## src/rtl/sio_pkg.sv

```systemverilog
package sio_pkg;
    localparam int SIO_AW     = 3;
    localparam int SIO_DW     = 8;
    localparam int SIO_DIVW   = 2 * SIO_DW;
    localparam int SIO_IEN_W  = 4;
    localparam int SIO_MCTL_W = 5;
    localparam int SIO_MDM_W  = 4;

    typedef enum logic [SIO_AW-1:0] {
        OFS_DATA  = 3'd0,
        OFS_IEN   = 3'd1,
        OFS_IID   = 3'd2,
        OFS_LCTL  = 3'd3,
        OFS_MCTL  = 3'd4,
        OFS_LSTAT = 3'd5,
        OFS_MSTAT = 3'd6,
        OFS_SCR   = 3'd7
    } sio_ofs_e;

    typedef enum logic {
        TXS_IDLE = 1'b0,
        TXS_BUSY = 1'b1
    } sio_txs_e;

    localparam logic [SIO_DW-1:0] IID_NONE  = 8'h01;
    localparam logic [SIO_DW-1:0] IID_THRE  = 8'h02;
    localparam logic [SIO_DW-1:0] IID_RXD   = 8'h04;
    localparam logic [SIO_DW-1:0] MSTAT_RST = 8'hB0;
endpackage

```

## src/rtl/sio_tx_ctrl.sv

```systemverilog
module sio_tx_ctrl
    import sio_pkg::*;
(
    input  logic              clk,
    input  logic              rst_n,
    input  logic              load,
    input  logic [SIO_DW-1:0] load_data,
    input  logic              ien_wr,
    input  logic              iid_ack,
    input  logic              tx_ready,
    output logic              tx_valid,
    output logic [SIO_DW-1:0] tx_data,
    output logic              idle,
    output logic              thre_pend
);
    sio_txs_e          state_q, state_d;
    logic [SIO_DW-1:0] hold_q;
    logic              handoff;

    // next-state: load, reload, handoff
    always_comb begin
        state_d = state_q;
        unique case (state_q)
            TXS_IDLE: if (load) state_d = TXS_BUSY;
            TXS_BUSY: begin
                if (load)          state_d = TXS_BUSY;
                else if (tx_ready) state_d = TXS_IDLE;
            end
        endcase
    end

    always_ff @(posedge clk or negedge rst_n) begin
        if (!rst_n) state_q <= TXS_IDLE;
        else        state_q <= state_d;
    end

    always_comb begin
        tx_valid = (state_q == TXS_BUSY);
        idle     = (state_q == TXS_IDLE);
        tx_data  = hold_q;
        handoff  = tx_valid && tx_ready;
    end

    always_ff @(posedge clk or negedge rst_n) begin
        if (!rst_n) begin
            hold_q    <= '0;
            thre_pend <= 1'b0;
        end else begin
            if (load) hold_q <= load_data;
            if (load)                  thre_pend <= 1'b0;
            else if (handoff)          thre_pend <= 1'b1;
            else if (iid_ack)          thre_pend <= 1'b0;
            else if (ien_wr && idle)   thre_pend <= 1'b1;
        end
    end
endmodule

```

## src/rtl/sio_rx_hold.sv

```systemverilog
module sio_rx_hold
    import sio_pkg::*;
(
    input  logic              clk,
    input  logic              rst_n,
    input  logic              rx_valid,
    input  logic              rx_break,
    input  logic [SIO_DW-1:0] rx_data,
    input  logic              rbr_rd,
    output logic              rx_ready,
    output logic [SIO_DW-1:0] rbr,
    output logic              data_rdy,
    output logic              brk_seen
);
    logic accept;

    assign rx_ready = !data_rdy;
    assign accept   = rx_valid && rx_ready;

    // arrival outranks a same-cycle read of the holding register
    always_ff @(posedge clk or negedge rst_n) begin
        if (!rst_n) begin
            rbr      <= '0;
            data_rdy <= 1'b0;
            brk_seen <= 1'b0;
        end else if (accept) begin
            rbr      <= rx_break ? '0 : rx_data;
            data_rdy <= 1'b1;
            brk_seen <= rx_break;
        end else if (rbr_rd) begin
            data_rdy <= 1'b0;
            brk_seen <= 1'b0;
        end
    end
endmodule

```

## src/rtl/sio_irq_prio.sv

```systemverilog
module sio_irq_prio
    import sio_pkg::*;
(
    input  logic                 data_rdy,
    input  logic                 thre_pend,
    input  logic [SIO_IEN_W-1:0] ien,
    output logic [SIO_DW-1:0]    iid,
    output logic                 irq
);
    always_comb begin
        if (data_rdy && ien[0])       iid = IID_RXD;
        else if (thre_pend && ien[1]) iid = IID_THRE;
        else                          iid = IID_NONE;
        irq = (iid != IID_NONE);
    end
endmodule

```

## src/rtl/sio_regbank.sv

```systemverilog
module sio_regbank
    import sio_pkg::*;
(
    input  logic                 clk,
    input  logic                 rst_n,
    input  logic [SIO_AW-1:0]    bus_addr,
    input  logic                 bus_wr,
    input  logic                 bus_rd,
    input  logic [SIO_DW-1:0]    bus_wdata,
    output logic [SIO_DW-1:0]    bus_rdata,
    output logic                 irq,
    output logic                 tx_valid,
    input  logic                 tx_ready,
    output logic [SIO_DW-1:0]    tx_data,
    input  logic                 rx_valid,
    input  logic                 rx_break,
    input  logic [SIO_DW-1:0]    rx_data,
    output logic                 rx_ready,
    input  logic [SIO_MDM_W-1:0] modem_in,
    output logic [SIO_MDM_W-1:0] modem_out
);
    sio_ofs_e                ofs;
    logic [SIO_IEN_W-1:0]    ien_q;
    logic [SIO_DW-1:0]       lctl_q;
    logic [SIO_MCTL_W-1:0]   mctl_q;
    logic [SIO_DW-1:0]       scr_q;
    logic [SIO_DIVW-1:0]     div_q;
    logic [SIO_DW-1:0]       mstat_q;
    logic [SIO_DW-1:0]       rd_mux, lstat, mview, iid, rbr;
    logic                    dlab, tx_idle, thre_pend, data_rdy, brk_seen;
    logic                    wr_thr, wr_ien, rd_rbr, iid_ack;

    assign ofs    = sio_ofs_e'(bus_addr);
    assign dlab   = lctl_q[SIO_DW-1];
    assign wr_thr = bus_wr && ofs == OFS_DATA && !dlab;
    assign wr_ien = bus_wr && ofs == OFS_IEN  && !dlab;
    assign rd_rbr = bus_rd && ofs == OFS_DATA && !dlab;
    assign iid_ack = bus_rd && ofs == OFS_IID && iid == IID_THRE;

    sio_tx_ctrl u_tx (
        .clk(clk), .rst_n(rst_n), .load(wr_thr), .load_data(bus_wdata),
        .ien_wr(wr_ien), .iid_ack(iid_ack), .tx_ready(tx_ready),
        .tx_valid(tx_valid), .tx_data(tx_data), .idle(tx_idle),
        .thre_pend(thre_pend)
    );

    sio_rx_hold u_rx (
        .clk(clk), .rst_n(rst_n), .rx_valid(rx_valid), .rx_break(rx_break),
        .rx_data(rx_data), .rbr_rd(rd_rbr), .rx_ready(rx_ready), .rbr(rbr),
        .data_rdy(data_rdy), .brk_seen(brk_seen)
    );

    sio_irq_prio u_prio (
        .data_rdy(data_rdy), .thre_pend(thre_pend), .ien(ien_q),
        .iid(iid), .irq(irq)
    );

    always_ff @(posedge clk or negedge rst_n) begin
        if (!rst_n) begin
            ien_q  <= '0;
            lctl_q <= '0;
            mctl_q <= '0;
            scr_q  <= '0;
            div_q  <= '0;
        end else if (bus_wr) begin
            unique case (ofs)
                OFS_DATA: if (dlab) div_q[SIO_DW-1:0] <= bus_wdata;
                OFS_IEN: begin
                    if (dlab) div_q[SIO_DIVW-1:SIO_DW] <= bus_wdata;
                    else      ien_q <= bus_wdata[SIO_IEN_W-1:0];
                end
                OFS_LCTL: lctl_q <= bus_wdata;
                OFS_MCTL: mctl_q <= bus_wdata[SIO_MCTL_W-1:0];
                OFS_SCR:  scr_q  <= bus_wdata;
                OFS_IID, OFS_LSTAT, OFS_MSTAT: ;
            endcase
        end
    end

    always_ff @(posedge clk or negedge rst_n) begin
        if (!rst_n) mstat_q <= MSTAT_RST;
        else        mstat_q <= {modem_in, {(SIO_DW-SIO_MDM_W){1'b0}}};
    end

    always_comb begin
        lstat = {1'b0, tx_idle, tx_idle, brk_seen, 3'b000, data_rdy};
        if (mctl_q[4])
            mview = {mctl_q[3], mctl_q[2], mctl_q[0], mctl_q[1], 4'b0000};
        else
            mview = mstat_q;
        unique case (ofs)
            OFS_DATA:  rd_mux = dlab ? div_q[SIO_DW-1:0] : rbr;
            OFS_IEN:   rd_mux = dlab ? div_q[SIO_DIVW-1:SIO_DW]
                                     : {{(SIO_DW-SIO_IEN_W){1'b0}}, ien_q};
            OFS_IID:   rd_mux = iid;
            OFS_LCTL:  rd_mux = lctl_q;
            OFS_MCTL:  rd_mux = {{(SIO_DW-SIO_MCTL_W){1'b0}}, mctl_q};
            OFS_LSTAT: rd_mux = lstat;
            OFS_MSTAT: rd_mux = mview;
            OFS_SCR:   rd_mux = scr_q;
        endcase
    end

    always_ff @(posedge clk or negedge rst_n) begin
        if (!rst_n)      bus_rdata <= '0;
        else if (bus_rd) bus_rdata <= rd_mux;
    end

    assign modem_out = mctl_q[SIO_MDM_W-1:0];
endmodule

```

## config.mk

```make
export PLATFORM = sky130hd
export DESIGN_NAME = sio_regbank
export DESIGN_NICKNAME = d
export VERILOG_FILES = /design/src/rtl/sio_pkg.sv /design/src/rtl/sio_tx_ctrl.sv /design/src/rtl/sio_rx_hold.sv /design/src/rtl/sio_irq_prio.sv /design/src/rtl/sio_regbank.sv
export SDC_FILE = /design/constraint.sdc
export NUM_CORES = 1
export LEC_CHECK = 0
export ABC_AREA = 1
export BUFFER_PORTS_ARGS = -buffer_cell sky130_fd_sc_hd__buf_2
export CAP_MARGIN = 5
export CORE_ASPECT_RATIO = 1.4
export CORE_MARGIN = 10
export CORE_UTILIZATION = 30
export CTS_CLUSTER_SIZE = 25
export DETAILED_ROUTE_END_ITERATION = 8
export MAX_ROUTING_LAYER = met4
export PLACE_DENSITY = 0.47
export REMOVE_ABC_BUFFERS = 1
export SLEW_MARGIN = 20
export SYNTH_ARGS = -nofsm -noshare
export SYNTH_HDL_FRONTEND = slang
export SYNTH_SLANG_ARGS = --single-unit
```

## constraint.sdc

```tcl
create_clock -name clk -period 1.2 [get_ports clk]
set_input_delay 0.24 -clock clk [delete_from_list [all_inputs] [get_ports clk]]
set_output_delay 0.24 -clock clk [all_outputs]
set_load 0.005 [all_outputs]
```

# After elaboration in Yosys (flattened, before gate mapping)
# Index checks and enable logic that the tools add are counted.
totals:
  reg_bits: 73
  out_inout_bits: 23
  elab_cells: 67
classes:
  n_eq_ne: 9
  muxes: 18
  bitwise: 2
  n_reduce_logical: 24
ops:
  columns: ["cell", "n"]
  rows:
  - ["$pmux 8 s8", 1]
  - ["$mux 8", 5]
  - ["$logic_and 1x1->1", 13]
  - ["$eq 3x3->1 const B", 4]
  - ["$mux 1", 10]
  - ["$reduce_and 3->1", 3]
  - ["$eq 8x2->1 const B", 1]
  - ["$ne 8x1->1 const B", 1]
  - ["$eq 3x2->1 const B", 2]
  - ["$reduce_and 2->1", 3]
  - ["$reduce_bool 4->1", 1]
  - ["$eq 3x1->1 const B", 1]
  - ["$logic_not 3->1", 1]
  - ["$logic_not 1->1", 2]
  - ["$mux 2", 1]
  - ["$not 1->1", 2]
  - ["$pmux 1 s2", 1]
  - ["$reduce_bool 2->1", 1]

# Longest topological paths before layout
logic_depth:
  ltp_word: 8
  depth_mapped: 10

# By module
# Synthesis repeated with hierarchy kept, for this count alone.
unflattened:
  hier_cells: 466
  area_unflattened_um2: 3754.9
modules_own_cells:
  columns: ["module", "instances", "cells_each", "area_per_inst_um2", "seq_area_each_um2"]
  rows:
  - ["sio_regbank", 1, 365, 2792.7, 1330.0]
  - ["sio_rx_hold", 1, 60, 456.7, 250.2]
  - ["sio_tx_ctrl", 1, 29, 431.7, 250.2]
  - ["sio_irq_prio", 1, 12, 73.8, 0.0]

# Worst setup path after synthesis
# OpenSTA, ideal clock, no wires.
synth_timing:
  kind: "reg2reg"
  startpoint: "register lctl_q[7]"
  endpoint: "register bus_rdata[7]"
  setup_ns: 0.121
  arrival_time_ns: 1.090
  required_ns: 1.079
  slack_ns: -0.011
  stages_incl_launch_ff: 9
  synth_period_minus_slack_ns: 1.211
  path_cell_list: "dfrtp_1 buf_2 inv_2 buf_2 nand2_1 nand2_1 o21ai_0 o21bai_1 nand2_1"
synth_via:
  elab_chain_cells: 2
synth_lines:
  columns: ["item", "line_no", "text"]
  rows:
  - ["from (decl)", "sio_regbank.sv:24", "logic [SIO_DW-1:0] lctl_q;"]
  - ["from (signal assigned)", "sio_regbank.sv:72", "OFS_LCTL: lctl_q <= bus_wdata;"]
  - ["$mux 8 (on tied branches)", "sio_regbank.sv:93, sio_regbank.sv:92", null]
  - ["$pmux 8 s8 *", "sio_regbank.sv:91", "unique case (ofs)"]
  - ["to (signal assigned)", "sio_regbank.sv:106", "else if (bus_rd) bus_rdata <= rd_mux;"]
  - ["to (decl)", "sio_regbank.sv:10", "output logic [SIO_DW-1:0] bus_rdata,"]
# Mark *: on every way between the ends. The rest lies on a longest branch, timed or not.
# A chain may end at the register's enable or synchronous reset.

# Final worst setup path
layout_timing:
  startpoint: "register lctl_q[7]"
  endpoint: "register ien_q[3]"
layout_via:
  elab_chain_cells: 2
layout_lines:
  columns: ["item", "line_no", "text"]
  rows:
  - ["$not 1->1 (no line)", null, null]
  - ["$reduce_and 3->1 (no line)", null, null]
  - ["to (signal assigned)", "sio_regbank.sv:70", "else ien_q <= bus_wdata[SIO_IEN_W-1:0];"]
  - ["to (decl)", "sio_regbank.sv:23", "logic [SIO_IEN_W-1:0] ien_q;"]
# No other way between the ends.

==> flow_summary.yaml <==
min_path:
  min_path_type: "in -> reg"
  whs_path_depth: 1
  min-delay-start: "modem_in[2]"
  holdPathEnd: "mstat_q[6]"
critical_path:
  ff2ff_path_depth: 6
  r2r_slack_ns: -0.11
  crit_path_end_kind: "flop"
  cp_data_required_time_ns: 1.41
  timing.rr.start: "lctl_q[7]"
  startpoint_type: "flop"
  reg2reg_to: "ien_q[3]"
  cp_max_fo: 8
  worstSetupPathType: "reg -> reg"
  cp.arrival_ns: 1.52
clock_tree:
  numCtsBuffers: 9
  clk_latency_ns: 0.34
  path_clk_slew_ns: 0.06
  clock-root-buffer: "clkbuf_16"
  htreeDepth: 3
  clock_sinks: 73
  clock_path_buffers: 2
  cts_tree: "built"
synthesis:
  syn_inst: 424
  ys_ff_latch: 73
  syn_area_per_cell_um2: 8.207
  yosysWarnings: 0
  synth.distinct_cells: 27
  ys_seq_area_share_pct: 52.61
  synth-edff-count: 0
  syn-cell-area_mm2: 0.003480
  synth_flop_cell: "dfrtp_1"
  async_reset_ff_share_pct: 100.0
global_route:
  grt_start_max_net_pins: 28
  first_global_vias: 3202
  grt_usage_pct: 13.63
  gr-total-overflow: 0
  antenna_found_initial: 0
  grt_pass1_wl_um: 17110
die:
  coreArea_mm2: 0.01134
  fp-row-count: 46
  ioPinCount: 53
  die_x_um: 111.0
  die_area_mm2: 0.01637
  die_y_um: 147.4
  initial_utilization_pct: 30.69
final_layout:
  layout_common_cells: "nand2_1 (139), dfrtp_1 (68), buf_2 (50)"
  register_area_mm2: 0.001833
  syn_to_final_growth_pct: 33.26
  fillers: 1171
  final_util_pct: 40.90
  final_common_cell: "nand2_1"
  multiInputGateArea_mm2: 0.001560
  drive_above_1_share_pct: 34.56
  n_antenna_cell: 0
  finalNetCount: 540
place:
  hpwl_um: 8117
  dp_slack_ns: -0.1555
  place_congestion: 0.8638
  io_buffers: 52
sta:
  slew_viol_final: 0
  fin_crit_ns: 1.313
  holdWs_ns: 0.01645
  finalCritPeriodShare_pct: 109.4
  setup_viol: 37
  fmax_mhz: 761.9
  hold_violations: 0
  worst_pin_slew_ns: 0.4348
  slew_headroom_pct: 70.98
  fin_skew_ns: 0.009789
  rsz0062_at_grt: "true"
  fin_ws_ns: -0.1125
run:
  maxCapViolCount: 0
drt:
  ant_nets: 0
  wl_um: 10860
  drt_iter0_drc: 173
  wl_per_cell_um: 16.48
  drc_errors: 0
  vias: 3032
  drtPass1Iterations: 4
  avgViaCountPerCell: 4.601
power_and_ir_drop:
  powerDensity_mw_per_mm2: 1745
  totalPowerFinal_mw: 8.091
  peakVddDrop_v: 0.0005655
  p_leak_nw: 2.401
outcome:
  status: "finished, violations left"
  failed_checks: "setup timing"
## worst max-delay path by stage
stage,end,start
after floorplan,bus_rdata[0],lctl_q[7]
after global placement,bus_rdata[1],bus_addr[1]
after detailed placement,bus_rdata[1],bus_addr[1]
after CTS,bus_rdata[2],lctl_q[7]
after global routing,u_tx.thre_pend,lctl_q[7]
final,ien_q[3],lctl_q[7]
## critical path, cell delays in order (launching register included)
cell	delay, ns
dfrtp_2	0.48
buf_6	0.16
nor2_4	0.13
buf_6	0.17
nand2_4	0.10
nand2_1	0.08
o21ai_1	0.06
## area by class of cell
cell class,instances,share of cell area [%]
Inverter,39,3.319
Tap cell,144,3.886
Sequential cell,73,39.53
Clock inverter,5,1.214
Multi-Input combinational cell,297,33.65
Clock buffer,11,5.019
Timing Repair inverter,1,0.1619
Timing Repair Buffer,89,13.22
## per-stage QoR
step / instance area (um2) / std cells / setup TNS, ns
2_1_floorplan: 3338 / 406 / -0.8643
3_3_place_gp: 4009 / 629 / -4.230
3_5_place_dp: 4009 / 629 / -4.798
4_1_cts: 4431 / 652 / -1.378
5_1_grt: 4637 / 659 / -4.724
6_report: 4637 / 659 / -1.870
## power breakdown
part           leakage, nW  switching (mW)  internal (mW)
clock network        0.139            1.02           1.61
registers            0.918           0.417           3.05
logic                 1.34            1.09          0.915
total                 2.40            2.52           5.57
## synth_stat cells, types with 4 or more instances
cell type	n	area (um2)
a21oi_1	6	30.03
buf_6	7	78.83
o21ai_2	8	70.07
inv_2	7	26.28
o21ai_1	38	190.2
nand4_1	5	31.28
nor2_1	20	75.07
nand2_2	4	25.02
buf_4	4	30.03
dfrtp_1	70	1752
buf_2	5	25.02
inv_1	31	116.4
a22o_1	4	35.03
a31oi_1	5	31.28
o21ai_0	15	75.07
nand3_1	14	70.07
nand2_1	163	611.8
## sequential cells by signal, summed over array words and instances, names as in the netlist
name            cells
u_tx.tx_data        8
u_rx.brk_seen       1
mstat_q             4
scr_q               8
ien_q               4
lctl_q              8
u_tx.tx_valid       1
bus_rdata           8
u_rx.rbr            8
div_q              16
u_rx.data_rdy       1
mctl_q              5
u_tx.thre_pend      1
## logic make-up after synthesis
| logic type | after synthesis | synth area share, % |
|---|---|---|
| AOI/OAI and AO/OA | 78 | 12.84 |
| buffers and inverters | 57 | 8.343 |
| DFF | 73 | 52.61 |
| and+or+nand+nor | 216 | 26.21 |
## layer usage
| layer | track usage [%] | share of wire, % |
|---|---|---|
| met3 | 2.673 | 3.1 |
| met1 | 14.28 | 40 |
| met4 | 5.735 | 2.1 |
| met5 | - | 0 |
| met2 | 24.44 | 55 |
## what timing repair did
| action | in CTS | in global routing |
|---|---|---|
| setup buffers | 6 | 3 |
| hold buffers | 4 | 0 |
| gates resized for setup | 27 | 38 |
| hold endpoints to repair | 18 | 0 |
| pin swaps | 8 | 15 |
| gates cloned | 1 | 4 |
| endpoints found under the setup margin | 36 | 49 |
(Power assumes the default switching activity.)
